===== config.mk =====
export PLATFORM = sky130hd
export DESIGN_NAME = lpsPowerCtl
export DESIGN_NICKNAME = d
export VERILOG_FILES = /design/src/rtl/lpsPkg.sv /design/src/rtl/lpsCtrl.sv /design/src/rtl/lpsDatapath.sv /design/src/rtl/lpsPowerCtl.sv
export SDC_FILE = /design/constraint.sdc
export NUM_CORES = 1
export LEC_CHECK = 0
export ABC_CLOCK_PERIOD_IN_PS = 1100
export BUFFER_PORTS_ARGS = -buffer_cell sky130_fd_sc_hd__buf_2
export CELL_PAD_IN_SITES_DETAIL_PLACEMENT = 2
export CELL_PAD_IN_SITES_GLOBAL_PLACEMENT = 2
export CORE_MARGIN = 2
export CORE_UTILIZATION = 20
export DETAILED_ROUTE_END_ITERATION = 10
export PLACE_DENSITY = 0.75
export SYNTH_ARGS = -nofsm -noshare
export SYNTH_HDL_FRONTEND = slang
export SYNTH_SLANG_ARGS = --single-unit
export TNS_END_PERCENT = 20

===== constraint.sdc =====
create_clock -name clk -period 1.1 [get_ports clk]
set_clock_uncertainty 0.2 [all_clocks]
set_input_delay 0.055 -clock clk [delete_from_list [all_inputs] [get_ports clk]]
set_output_delay 0.055 -clock clk [all_outputs]
set_load 0.005 [all_outputs]

===== src/rtl/lpsPkg.sv =====
package lpsPkg;
  localparam int STATE_W = 2;
  localparam int WATCH_W = 3;

  typedef enum logic [STATE_W-1:0] {
    PS_NORMAL = 2'b00,
    PS_AHALT  = 2'b01,
    PS_STOPGR = 2'b10,
    PS_SLEEP  = 2'b11
  } pwrState_e;

  typedef struct packed {
    logic inSleep;
    logic sleepIllegal;
  } ctlStrobe_t;
endpackage


===== src/rtl/lpsCtrl.sv =====
module lpsCtrl
  import lpsPkg::*;
(
  input  logic       clk,
  input  logic       rst,
  input  logic       stopClkReq,
  input  logic       sleepReq,
  input  logic       haltInd,
  input  logic       wakeEvt,
  output pwrState_e  curState,
  output ctlStrobe_t strobe
);
  pwrState_e nextState;
  logic      badSleep;

  always_comb begin
    nextState = curState;
    badSleep  = 1'b0;
    unique case (curState)
      PS_NORMAL: begin
        if (sleepReq)        badSleep  = 1'b1;
        else if (stopClkReq) nextState = PS_STOPGR;
        else if (haltInd)    nextState = PS_AHALT;
      end
      PS_AHALT: begin
        if (sleepReq)        badSleep  = 1'b1;
        else if (stopClkReq) nextState = PS_STOPGR;
        else if (wakeEvt)    nextState = PS_NORMAL;
      end
      PS_STOPGR: begin
        if (sleepReq)         nextState = PS_SLEEP;
        else if (!stopClkReq) nextState = PS_NORMAL;
      end
      PS_SLEEP: begin
        if (!sleepReq) nextState = PS_STOPGR;
      end
      default: nextState = PS_NORMAL;
    endcase
  end

  always_ff @(posedge clk) begin
    if (rst) curState <= PS_NORMAL;
    else     curState <= nextState;
  end

  always_comb begin
    strobe.inSleep      = (curState == PS_SLEEP);
    strobe.sleepIllegal = badSleep & ~rst;
  end
endmodule


===== src/rtl/lpsDatapath.sv =====
module lpsDatapath
  import lpsPkg::*;
(
  input  logic               clk,
  input  logic               rst,
  input  logic [WATCH_W-1:0] watched,
  input  ctlStrobe_t         strobe,
  output logic               snoopEn,
  output logic               intLatchEn,
  output logic               sleepErr,
  output logic               protoErr
);
  logic [WATCH_W-1:0] prevWatched;
  logic               watchMoved;

  assign watchMoved = |(watched ^ prevWatched);

  always_ff @(posedge clk) begin
    if (rst) begin
      prevWatched <= '0;
      sleepErr    <= 1'b0;
      protoErr    <= 1'b0;
    end else begin
      prevWatched <= watched;
      sleepErr    <= strobe.sleepIllegal;
      protoErr    <= strobe.inSleep & watchMoved;
    end
  end

  assign snoopEn    = ~strobe.inSleep;
  assign intLatchEn = ~strobe.inSleep;
endmodule


===== src/rtl/lpsPowerCtl.sv =====
module lpsPowerCtl
  import lpsPkg::*;
(
  input  logic         clk,
  input  logic         rst,
  input  logic         stopClkReq,
  input  logic         sleepReq,
  input  logic         haltInd,
  input  logic         wakeEvt,
  output logic [1:0]   pwrState,
  output logic         snoopEn,
  output logic         intLatchEn,
  output logic         sleepErr,
  output logic         protoErr
);
  pwrState_e  curState;
  ctlStrobe_t strobe;

  lpsCtrl u_ctrl (
    .clk(clk), .rst(rst), .stopClkReq(stopClkReq), .sleepReq(sleepReq),
    .haltInd(haltInd), .wakeEvt(wakeEvt), .curState(curState), .strobe(strobe)
  );

  lpsDatapath u_dp (
    .clk(clk), .rst(rst), .watched({stopClkReq, haltInd, wakeEvt}),
    .strobe(strobe), .snoopEn(snoopEn), .intLatchEn(intLatchEn),
    .sleepErr(sleepErr), .protoErr(protoErr)
  );

  assign pwrState = curState;
endmodule


# After elaboration in Yosys (flattened, before gate mapping)
# Cells that the tools add are included.
# classes
eq_ne,9
muxes,12
n_bitwise,5
n_reduce_logical,4
# op_table
op,n
$mux 2,9
$ne 3x3->1 const B,3
$pmux 2 s4,1
$ne 2x2->1 const B,3
$reduce_and 6->1,1
$eq 2x2->1 const B,2
$reduce_or 3->1,1
$xor 3x3->3,1
$and 1x1->1,2
$eq 2x1->1 const B,1
$logic_not 2->1,1
$mux 1,2
$not 1->1,2
$reduce_or 2->1,1
# word_totals
ff_bits,7
input_bits,6
out_inout_bits,6
elab_cells,34

# Logic depth before layout (Yosys ltp)
# depth
depth_word,4
ltp_mapped,3
ltp_nobuf,3

# By module
# Synthesis repeated with hierarchy kept, for this count alone.
# hier_totals
hier_cells,27
hier_area_um2,274.0
# by_module_without_submodules
module,instances,cells_per_inst,area_per_inst_um2,seq_area_each_um2
lpsDatapath,1,15,171.4,100.1
lpsCtrl,1,12,102.6,40.0

# Worst setup path before layout
# OpenSTA, ideal clock, no wires.
# synth_path
kind,flip-flop to flip-flop
from,reg u_ctrl.curState[1]
to,reg u_ctrl.curState[0]
setup_time_ps,74
arrival_ps,994
t_required_ps,826
path_slack_ps,-168
path_stages_with_launch,3
n_path_buf,0
synth_period_minus_slack_ps,1268
path_cell_list,dfxtp_1 > or4b_1 > a31oi_1
# synth_via
elab_chain_cells,3
word_cells_on_any_way,12
classes_between,eq/ne: 9; mux: 1; reduce/logical: 2
# synth_lines
element,line_no,text
start: declaration,lpsCtrl.sv:10,"output pwrState_e curState,"
start signal: assignment,lpsCtrl.sv:43,else curState <= nextState;
"$eq 2x2->1, or another cell as far along",lpsCtrl.sv:19,unique case (curState)
$ne 3x3->1 (no source line) or $ne 2x2->1 (tied branches),--,
$reduce_and 6->1 (no source line),--,
# Parallel ways exist; a longest one is shown, timed or not.
# A chain may end at the register's enable or synchronous reset.

# Final worst setup path
# layout_path
from,reg u_ctrl.curState[0]
to,reg u_ctrl.curState[0]
# The elaborated chain is that of the path after synthesis.

==> results.sh <==
export IMPL_path_cells="or4b_4 -> a31oi_1"
export IMPL_clk_latency_ns=0.25
export IMPL_num_vias=268
export IMPL_rows=12
export IMPL_syn_avg_cell_area_um2=10.4
export IMPL_drtIter0Drc=3
export IMPL_critPathKind="flip-flop to flip-flop"
export IMPL_p_per_area_nw_per_um2=1350
export IMPL_finalCriticalPeriod_ns=1.25
export IMPL_syn_inst=25
export IMPL_slew_headroom=0.851
export IMPL_fill_cells=123
export IMPL_crit_path_max_fanout=6
export IMPL_routed_top_layer="met3"
export IMPL_numPortBuffers=11
export IMPL_root_buffer="clkbuf_4"
export IMPL_gp_congestion=0.655
export IMPL_synth_seq_area_share=0.538
export IMPL_comb_power_share=0.140
export IMPL_period_share=1.14
export IMPL_viasPerCell=4.39
export IMPL_sequentialPowerShare=0.467
export IMPL_switchingPower_uw=139
export IMPL_numCtsBuffers=3
export IMPL_required_ns=1.07
export IMPL_cpPeakStageDelay_ns=0.46
export IMPL_slowest_stage="or4b_4"
export IMPL_clkSlewWorstSetupHoldPaths_ns=0.05
export IMPL_antenna_found_initial=0
export IMPL_drive_above_1_share=0.468
export IMPL_switching_share=0.234
export IMPL_violations="hold timing, setup timing"
export IMPL_drc=0
export IMPL_post_cts_buffers=0
export IMPL_path_delay_family="simple AND/OR/NAND/NOR gates"
export IMPL_setup_slack_ns=-0.153
export IMPL_grt_pass1_vias=331
export IMPL_ir_worst_vdd_mv=0.420
export IMPL_setup_violations=4
export IMPL_p_int_uw=454
export IMPL_synth_cell_types=13
export IMPL_diodes=0
export IMPL_wl_met2_um=455
export IMPL_clockBufferDepth=2
export IMPL_hold_path_class="input port to flip-flop"
export IMPL_grt_max_degree=8
export IMPL_die_y_um=40.1
export IMPL_io_pins=12
export IMPL_drv_cap=0
export IMPL_die_width_um=40.1
export IMPL_antenna_left=0
export IMPL_path_buf_inv=0
export IMPL_firstDrtPassIters=2
export IMPL_cts_sinks=7
export IMPL_htreeDepth=1
export IMPL_final_cell_area_um2=438
export IMPL_final_hold_viol_count=2
export IMPL_postCtsHoldBufs=5
export IMPL_routed_wirelength_um=861
export IMPL_core_area_um2=1160
export IMPL_grt_overflow=0
export IMPL_tightest_slew_ns=0.222
export IMPL_p_clk_frac=0.393
export IMPL_syn_area_um2=260
export IMPL_grt_pass1_wl_um=1310
export IMPL_wl_met1_um=334
export IMPL_rsz0062_at_grt="yes"
export IMPL_cellLeakagePower_nw=0.182
export IMPL_ys_warn_count=0
export IMPL_maxSlewViolCount=0
export IMPL_run_status="finished, violations left"
export IMPL_startpoint_type="flip-flop"
export IMPL_gr_usage_all_layers=0.138
export IMPL_cp_end_kind="flip-flop"
export IMPL_tritoncts="done"
export IMPL_wl_met3_um=70
export IMPL_avgRoutedWirePerCell_um=14.1
export IMPL_maxClockFrequency_mhz=798
export IMPL_syn_num_nets=31
export IMPL_die_area_um2=1610
export IMPL_syn_to_final_growth_pct=68.3
export IMPL_arrival_ns=1.22
export IMPL_synth_seq_cells=7
export IMPL_start_util=0.225
export IMPL_whs_ns=-0.0664
export IMPL_dpl_cell_area_um2=350
export IMPL_fin_nets=54
-- synthesized netlist by cell type --
| library cell | n | share of area |
|---|---|---|
| buf_4 | 1 | 0.029 |
| nand2_1 | 2 | 0.029 |
| nor4_1 | 1 | 0.024 |
| a311oi_1 | 1 | 0.034 |
| o21ai_0 | 2 | 0.038 |
| nor2b_1 | 3 | 0.072 |
| a31oi_1 | 1 | 0.024 |
| nor3b_1 | 1 | 0.029 |
| or4b_1 | 1 | 0.038 |
| a21oi_1 | 1 | 0.019 |
| xnor2_1 | 3 | 0.10 |
| nand2b_1 | 1 | 0.024 |
| dfxtp_1 | 7 | 0.54 |
-- final cells by class --
type	instances	area (um^2)	area share
multi-input cells	17	123	0.280
clock buffers	4	26.3	0.0600
well taps	14	17.5	0.0400
flip-flops and latches	7	145	0.331
repair buffers	19	126	0.289
-- cell families (layout without fill, tap and decap cells) --
| group | after synthesis | after routing | share of synthesized area |
|---|---|---|---|
| xor gates and xnor gates | 3 | 3 | 0.101 |
| AOI/OAI and AO/OA | 5 | 5 | 0.115 |
| buffers and inverters | 1 | 23 | 0.0289 |
| and+or+nand+nor | 9 | 9 | 0.216 |
| DFF | 7 | 7 | 0.538 |
-- placed cells by master (no fill, tap or decap) --
cell,synthesis,routed
buf_2,0,12
dfxtp_1,7,5
dlygate4sd3_1,0,4
nor2b_1,3,3
xnor2_1,3,3
clkbuf_4,0,3
nand2_1,2,2
o21ai_0,2,2
buf_4,1,2
nor4_2,0,1
or4b_4,0,1
a31oi_1,1,1
nor3b_1,1,1
a311oi_1,1,1
nand2b_1,1,1
a21oi_1,1,1
clkbuf_1,0,1
buf_6,0,1
dfxtp_4,0,1
dfxtp_2,0,1
-- path summary, 6_finish.rpt --
check	from	slack (ns)	end	cells past startpoint
min	wakeEvt	-0.07	u_ctrl.curState[0]	3
max	u_ctrl.curState[0]	-0.15	u_ctrl.curState[0]	2
min reg2reg	u_ctrl.curState[0]	0.35	u_dp.protoErr	2
max reg2reg	u_ctrl.curState[0]	-0.15	u_ctrl.curState[0]	2
-- through the flow --
step | setup slack (ns) | cells | utilization | setup TNS [ns] | total power [mW]
2_1_floorplan | -0.0717 | 25 | - | -0.0717 | 0.307
3_3_place_gp | -0.0614 | 52 | 0.303 | -0.0614 | 0.342
3_5_place_dp | -0.112 | 52 | 0.303 | -0.112 | 0.347
4_1_cts | -0.142 | 61 | 0.372 | -0.360 | 0.602
5_1_grt | -0.188 | 61 | 0.379 | -0.620 | 0.633
6_report | -0.153 | 61 | 0.379 | -0.348 | 0.593
-- layer usage --
layer / vias up / track usage
met5: - / 0
met4: 0 / 0.103
met3: 0 / 0.0500
met2: 11 / 0.246
met1: 126 / 0.127
li1: 131 / -
-- worst min-delay path: stages --
cell and delay (ns):
buf_2 0.10, or4b_4 0.12, a31oi_1 0.06
-- registers in the layout, summed over array words and instances (netlist names) --
register          flops
u_dp.protoErr         1
u_dp.prevWatched      3
u_dp.sleepErr         1
u_ctrl.curState       2
-- power groups by stage --
stage	clock network, mW	logic (mW)	registers [mW]
after floorplan	0	0.0246	0.282
after global placement	0	0.0619	0.280
after detailed placement	0	0.0647	0.282
after CTS	0.245	0.0802	0.277
after global routing	0.263	0.0911	0.279
final	0.233	0.0829	0.277
-- timing repair --
item	CTS	global route
setup endpoints to repair	4	6
resized for setup	1	4
endpoints found under the hold margin	7	1
pin swaps	0	1
(Power assumes the default switching activity.)
